==> config.mk <==
export PLATFORM = sky130hd
export DESIGN_NAME = jtagChainRouter
export DESIGN_NICKNAME = d
export VERILOG_FILES = /design/src/rtl/jtagRoutePkg.sv /design/src/rtl/syncBank.sv /design/src/rtl/jtagRouteCtrl.sv /design/src/rtl/jtagRouteDp.sv /design/src/rtl/jtagChainRouter.sv
export SDC_FILE = /design/constraint.sdc
export NUM_CORES = 1
export LEC_CHECK = 0
export BUFFER_PORTS_ARGS = -buffer_cell sky130_fd_sc_hd__buf_2
export CORE_ASPECT_RATIO = 0.9
export CORE_MARGIN = 2
export CORE_UTILIZATION = 25
export DETAILED_ROUTE_END_ITERATION = 10
export MAX_ROUTING_LAYER = met4
export PLACE_DENSITY = 0.55
export SLEW_MARGIN = 20
export SYNTH_ARGS = -nofsm -noshare
export SYNTH_HDL_FRONTEND = slang
export SYNTH_SLANG_ARGS = --single-unit
==> constraint.sdc <==
create_clock -name clk -period 1.7 [get_ports clk]
set_input_delay 0.425 -clock clk [delete_from_list [all_inputs] [get_ports clk]]
set_output_delay 0.425 -clock clk [all_outputs]
set_load 0.01 [all_outputs]
==> src/rtl/jtagRoutePkg.sv <==
package jtagRoutePkg;

  // chain control register bit positions
  localparam int CHAIN_TCK_BIT = 0;
  localparam int CHAIN_TMS_BIT = 1;
  localparam int CHAIN_TDI_BIT = 2;
  localparam int CHAIN_TDO_BIT = 3;

  // debug register bit positions
  localparam int DBG_RESET_BIT = 0;
  localparam int DBG_HALT_BIT  = 1;

  localparam int CHAIN_BITS = 3;
  localparam int DBG_BITS   = 2;

  typedef struct packed {
    logic cardInChain;  // registered topology: card sits ahead of target
    logic hdrOwns;      // external debugger owns the shared lines
    logic chainWr;      // write strobe, chain control register
    logic dbgWr;        // write strobe, debug register
  } routeStrobes_t;

endpackage

==> src/rtl/syncBank.sv <==
module syncBank #(
  parameter int WIDTH = 1,
  parameter int STAGES = 2,
  parameter logic [WIDTH-1:0] RST_VAL = '0
) (
  input  logic             clk,
  input  logic             rstN,
  input  logic [WIDTH-1:0] din,
  output logic [WIDTH-1:0] dout
);

  logic [WIDTH-1:0] stage [STAGES];

  always_ff @(posedge clk or negedge rstN) begin
    if (!rstN) stage[0] <= RST_VAL;
    else       stage[0] <= din;
  end

  for (genvar i = 1; i < STAGES; i++) begin : gStage
    always_ff @(posedge clk or negedge rstN) begin
      if (!rstN) stage[i] <= RST_VAL;
      else       stage[i] <= stage[i-1];
    end
  end

  assign dout = stage[STAGES-1];

endmodule

==> src/rtl/jtagRouteCtrl.sv <==
module jtagRouteCtrl
  import jtagRoutePkg::*;
#(
  parameter int SYNC_STAGES = 2
) (
  input  logic          clk,
  input  logic          rstN,
  input  logic          regWrEn,
  input  logic          regSel,
  input  logic          cardPresentN,
  input  logic          hdrSenseN,
  input  logic          lineTck,
  output routeStrobes_t strobes
);

  localparam int SENSE_W = 3;
  // reset image: tck low, debugger absent, card absent
  localparam logic [SENSE_W-1:0] SENSE_RST = 3'b011;

  logic [SENSE_W-1:0] senseRaw;
  logic [SENSE_W-1:0] senseSync;
  logic               tckSyncd;
  logic               hdrSyncN;
  logic               cardSyncN;
  logic               cardInChain;
  logic               hdrOwns;

  assign senseRaw = {lineTck, hdrSenseN, cardPresentN};

  syncBank #(
    .WIDTH  (SENSE_W),
    .STAGES (SYNC_STAGES),
    .RST_VAL(SENSE_RST)
  ) uSync (
    .clk (clk),
    .rstN(rstN),
    .din (senseRaw),
    .dout(senseSync)
  );

  assign tckSyncd  = senseSync[2];
  assign hdrSyncN  = senseSync[1];
  assign cardSyncN = senseSync[0];

  // drivers are released as soon as the debugger is seen; no TCK gating,
  // otherwise a CPU holding TCK high would block the handover
  always_ff @(posedge clk or negedge rstN) begin
    if (!rstN) hdrOwns <= 1'b0;
    else       hdrOwns <= !hdrSyncN;
  end

  // topology follows the card only while the chain clock is quiet
  always_ff @(posedge clk or negedge rstN) begin
    if (!rstN)
      cardInChain <= 1'b0;
    else if (!tckSyncd && (cardInChain != !cardSyncN))
      cardInChain <= !cardSyncN;
  end

  always_comb begin
    strobes.cardInChain = cardInChain;
    strobes.hdrOwns     = hdrOwns;
    strobes.chainWr     = regWrEn && !regSel;
    strobes.dbgWr       = regWrEn && regSel;
  end

endmodule

==> src/rtl/jtagRouteDp.sv <==
module jtagRouteDp
  import jtagRoutePkg::*;
#(
  parameter int REG_W = 8
) (
  input  logic             clk,
  input  logic             rstN,
  input  routeStrobes_t    strobes,
  input  logic             regSel,
  input  logic [REG_W-1:0] wrData,
  output logic [REG_W-1:0] rdData,
  input  logic             hdrTdi,
  output logic             hdrTdo,
  output logic             devTdi,
  input  logic             devTdo,
  output logic             cardTdi,
  input  logic             cardTdo,
  output logic             tckOut,
  output logic             tmsOut,
  output logic             tgtResetN,
  output logic             tgtDebugN,
  output logic             drvEn
);

  logic [CHAIN_BITS-1:0] chainBits;
  logic [DBG_BITS-1:0]   dbgBits;
  logic                  masterTdi;
  logic                  unusedWrHi;

  assign unusedWrHi = ^wrData[REG_W-1:CHAIN_BITS];

  always_ff @(posedge clk or negedge rstN) begin
    if (!rstN)                chainBits <= '0;
    else if (strobes.chainWr) chainBits <= wrData[CHAIN_BITS-1:0];
  end

  always_ff @(posedge clk or negedge rstN) begin
    if (!rstN)              dbgBits <= '0;
    else if (strobes.dbgWr) dbgBits <= wrData[DBG_BITS-1:0];
  end

  // pin values; the enable decides who actually drives the lines
  assign tckOut    = chainBits[CHAIN_TCK_BIT];
  assign tmsOut    = chainBits[CHAIN_TMS_BIT];
  assign tgtResetN = !dbgBits[DBG_RESET_BIT];
  assign tgtDebugN = !dbgBits[DBG_HALT_BIT];
  assign drvEn     = !strobes.hdrOwns;

  // TDI steering
  assign masterTdi = strobes.hdrOwns ? hdrTdi : chainBits[CHAIN_TDI_BIT];

  always_comb begin
    if (strobes.cardInChain) begin
      cardTdi = masterTdi;
      devTdi  = cardTdo;
    end else begin
      cardTdi = 1'b1;
      devTdi  = masterTdi;
    end
  end

  // the target is last in the chain in both topologies
  assign hdrTdo = devTdo;

  always_comb begin
    rdData = '0;
    if (regSel) begin
      rdData[DBG_BITS-1:0] = dbgBits;
    end else begin
      rdData[CHAIN_BITS-1:0] = chainBits;
      rdData[CHAIN_TDO_BIT]  = devTdo;
    end
  end

endmodule

==> src/rtl/jtagChainRouter.sv <==
module jtagChainRouter
  import jtagRoutePkg::*;
#(
  parameter int REG_W = 8,
  parameter int SYNC_STAGES = 2
) (
  input  logic             clk,
  input  logic             rstN,
  input  logic             regWrEn,
  input  logic             regSel,
  input  logic [REG_W-1:0] wrData,
  output logic [REG_W-1:0] rdData,
  input  logic             cardPresentN,
  input  logic             hdrSenseN,
  input  logic             lineTck,
  input  logic             hdrTdi,
  output logic             hdrTdo,
  output logic             devTdi,
  input  logic             devTdo,
  output logic             cardTdi,
  input  logic             cardTdo,
  output logic             tckOut,
  output logic             tmsOut,
  output logic             tgtResetN,
  output logic             tgtDebugN,
  output logic             drvEn
);

  routeStrobes_t strobes;

  jtagRouteCtrl #(
    .SYNC_STAGES(SYNC_STAGES)
  ) uCtrl (
    .clk         (clk),
    .rstN        (rstN),
    .regWrEn     (regWrEn),
    .regSel      (regSel),
    .cardPresentN(cardPresentN),
    .hdrSenseN   (hdrSenseN),
    .lineTck     (lineTck),
    .strobes     (strobes)
  );

  jtagRouteDp #(
    .REG_W(REG_W)
  ) uDp (
    .clk      (clk),
    .rstN     (rstN),
    .strobes  (strobes),
    .regSel   (regSel),
    .wrData   (wrData),
    .rdData   (rdData),
    .hdrTdi   (hdrTdi),
    .hdrTdo   (hdrTdo),
    .devTdi   (devTdi),
    .devTdo   (devTdo),
    .cardTdi  (cardTdi),
    .cardTdo  (cardTdo),
    .tckOut   (tckOut),
    .tmsOut   (tmsOut),
    .tgtResetN(tgtResetN),
    .tgtDebugN(tgtDebugN),
    .drvEn    (drvEn)
  );

endmodule

==> After elaboration in Yosys (flattened, before gate mapping) <==
Index checks and enable logic that the tools add are counted.
Widths: inputs -> output; s select.
{ "word_totals": {"in_bits": 18, "regBits": 13, "out_inout_bits": 16, "wordCells": 22} }
{ "op_classes": {"eq_ne": 1, "muxes": 5, "n_reduce_logical": 10} }
{ "op_table": {"columns": ["operator", "n"], "rows": [
  ["$logic_not 1->1", 7],
  ["$mux 2", 2],
  ["$logic_and 1x1->1", 3],
  ["$mux 1", 3],
  ["$ne 1x1->1", 1]
]} }

==> Logic depth before layout (Yosys ltp) <==
{ "logic_depth": {"depth_word": 3, "mapped_depth": 2, "ltp_nobuf": 2} }

==> Cells and area by module <==
A second synthesis with hierarchy kept.
{ "unflattened": {"cells_unflattened": 47, "hier_area_um2": 573.0} }
{ "modules_own_cells": {"columns": ["mod", "area_each_um2", "seq_area_each_um2", "cells_each", "n_inst"], "rows": [
  ["jtagRouteDp", 296.5, 125.1, 29, 1],
  ["syncBank", 177.7, 155.1, 9, 1],
  ["jtagRouteCtrl", 98.8, 50.0, 9, 1]
]} }

==> Worst setup path after synthesis <==
No wires, ideal clock.
{ "synth_timing": {"kind": "input to output", "startpoint": "input port regSel", "endpoint": "output port rdData[0]", "stages": 1, "path_slack_ps": 515, "required_time_ps": 1275, "arrival_time_ps": 760, "n_path_buf": 0, "path_cell_list": "mux2_2"} }
{ "synth_via": {"elab_chain_cells": 1} }
{ "synth_rtl": {"columns": ["element", "line", "rtl"], "rows": [
  ["start: declaration", "jtagChainRouter.sv:10", "input logic regSel,"],
  ["$mux 2", "jtagRouteDp.sv:67", "if (regSel) begin"],
  ["end: declaration", "jtagChainRouter.sv:12", "output logic [REG_W-1:0] rdData,"]
]} }
Every way passes these cells.

==> Worst setup path after layout <==
{ "layout_timing": {"startpoint": "register uCtrl.hdrOwns", "endpoint": "output port devTdi"} }
{ "layout_via": {"elab_chain_cells": 2} }
{ "layout_rtl": {"columns": ["element", "line", "rtl"], "rows": [
  ["start: declaration", "jtagRouteCtrl.sv:26", "logic hdrOwns;"],
  ["start signal: assignment", "jtagRouteCtrl.sv:49", "else hdrOwns <= !hdrSyncN;"],
  ["$mux 1", "jtagRouteDp.sv:50", "assign masterTdi = strobes.hdrOwns ? hdrTdi : chainBits[CHAIN_TDI_BIT];"],
  ["$mux 1", "jtagRouteDp.sv:53", "if (strobes.cardInChain) begin"],
  ["end: declaration", "jtagChainRouter.sv:18", "output logic devTdi,"]
]} }
Every way passes these cells.

==> reports/qor.yml <==
status: "complete, no violations"
grtUsageTotal_pct: 8.67
rows: 15
postRouteAntennaNets: 0
crit_arrival_ps: 1090
synth-compound-area-share_pct: 0.937
fmax_mhz: 662
leakagePower_nw: 0.357
fin_crit_ps: 1510
via_per_inst: 3.92
yosys.area_share.xor_xnor_pct: 0
initial_core_util_pct: 27.1
end_kind: "output port"
post_cts_buffers: 0
synth-simple-area-share_pct: 7.49
crit_family: "flip-flops"
die_area_sq_mm: 0.00252
crit_path_top_delay_cell: "dfrtp_1"
hold_path_class: "in2async"
clkTransAtPathRegs_ps: 70
dr.pass1.iters: 1
grt_max_degree: 14
synthMuxAreaShare_pct: 18.5
netlist_area_sq_um: 534
cts_made_buffers: 3
first_iter_violations: 0
dp_hpwl_um: 678
rsz0062_at_grt: "no"
io_pins: 34
antenna_found_initial: 0
vias: 357
n_fill_cell: 212
hold_violations: 0
nets: 85
clkLatencyLatePin_ps: 270
ys_top_cells_by_area: "dfrtp_1, dfstp_2, mux2_2"
path_cells: "mux2i_1 -> mux2i_1 -> buf_2"
ys_warn_count: 0
drive_gt1_share_pct: 63.6
clock-skew-final_ps: 0.961
setup_viol: 0
crit_path_max_fanout: 2
cp_data_required_time_ps: 1270
drc: 0
start_kind: "flip-flop"
fp.dieW_um: 52.7
cts_num_sinks: 13
irDropWorstVdd_mv: 0.557
timing.hold.ws_ps: 26.1
min_period_over_period_pct: 88.9
cap_violations: 0
p_per_area_mw_per_mm2: 961
synth_largest_area_cell: "dfrtp_1"
gp_congestion: 0.661
seq_area_frac_synth_pct: 61.8
antennaDiodeCount: 0
synth_fa_ha_area_share_pct: 0
post_drt_wl_per_cell_um: 8.79
core_area_sq_mm: 0.00197
ctsHoldBuffers: 0
r2r_start: "uDp.dbgBits[1]"
dp.cells: 87
ys_types: 12
grt_pass1_vias: 322
synth-seq-cells: 13
cts_resized: 0
slew_viol_final: 0
grt_pass1_wl_mm: 1.39
finalNonFillerCells: 91
area_growth_pct: 28.3
synth_top_cell_area_share_pct: 42.2
h-tree-depth: 1
portBuffers: 24
cts_tree: "done"
clockRootBuffer: "clkbuf_4"
cp_slowest_stage_delay_ps: 360
syn_avg_cell_area_sq_um: 13.4
tns_ps: 0
synth_top_family_by_area: "multiplexers"
setup.worst_path.start: "uCtrl.hdrOwns"
overflow: 0
cp_common_cell: "mux2i_1"
critPathBufInv: 1
synthCells: 40
drt-total-wl_um: 800
die_h_um: 47.9
cts_buffer_depth: 2
critical_path_class: "reg2out"
metrics by stage:
step	utilization, %	power (W)	setup WS, ps	instance area, sq um
3_3_place_gp	33.5	0.000486	208	659
2_1_floorplan	-	0.000435	515	546
5_1_grt	34.8	0.000706	73.8	686
3_5_place_dp	33.5	0.000489	207	659
6_report	34.8	0.000659	188	686
4_1_cts	34.8	0.000672	157	686
cell families after synthesis:
kind of cell	after synthesis
buffers and inverters	10
multiplexers	9
other	1
flip-flops	13
AO/OA/AOI/OAI	1
AND/OR/NAND/NOR	6
layout by cell type (no fill, tap or decap):
cell type and n:
buf_2 24, dfrtp_1 9, mux2_2 7, inv_1 5, conb_1 4, dfstp_2 4
clkbuf_4 3, and2b_2 2, mux2i_1 2, nand2_1 2, nor2b_2 1, o21ai_0 1
nand2_2 1, clkbuf_1 1
power by group:
part / internal [W] / switching, W / total (W) / leakage (nW)
Combinational: 0.0000634 / 0.0000589 / 0.000122 / 0.194
Clock: 0.0000908 / 0.0000881 / 0.000179 / 0.0150
Sequential: 0.000341 / 0.0000167 / 0.000358 / 0.148
Total: 0.000495 / 0.000164 / 0.000659 / 0.357
per-layer routing:
layer  GRT usage (%)  part of all wire, %
met4            6.15                  2.5
met5               -                    0
met1            9.51                   43
met2            12.0                   44
met3            4.69                   11
sequential cells by signal (all words and copies together) (netlist names):
register / cells
uCtrl.uSync.stage: 3
uCtrl.cardInChain: 1
uDp.chainBits: 3
uDp.dbgBits: 2
uCtrl.hdrOwns: 1
uCtrl.uSync.dout: 3
layout make-up:
type	count	area, sq um	share of cell area (%)
Sequential cell	13	330	48.2
Multi-Input combinational cell	20	159	23.2
Timing Repair Buffer	24	120	17.5
Tap cell	25	31.3	4.56
Clock buffer	4	26.3	3.83
Inverter	5	18.8	2.74
Yosys cell counts:
cell type and count:
o21ai_0 1, nand2_2 1, and2b_2 2, mux2_2 7
dfrtp_1 9, nor2b_2 1, mux2i_1 2, inv_1 5
buf_4 5, dfstp_2 4, conb_1 1, nand2_1 2
path summary, 6_finish.rpt:
kind	endpoint	slack [ps]	depth (start not counted)
min reg2reg	uCtrl.uSync.dout[2]	350	0
min	uCtrl.uSync.dout[2]	30	1
max reg2reg	uDp.dbgBits[1]	920	1
max	devTdi	190	3
min in group clk	uCtrl.uSync.stage[4]	250	1
max in group asynchronous	uCtrl.uSync.stage[3]	1400	1
No activity file was read; power rests on OpenSTA's default activity.
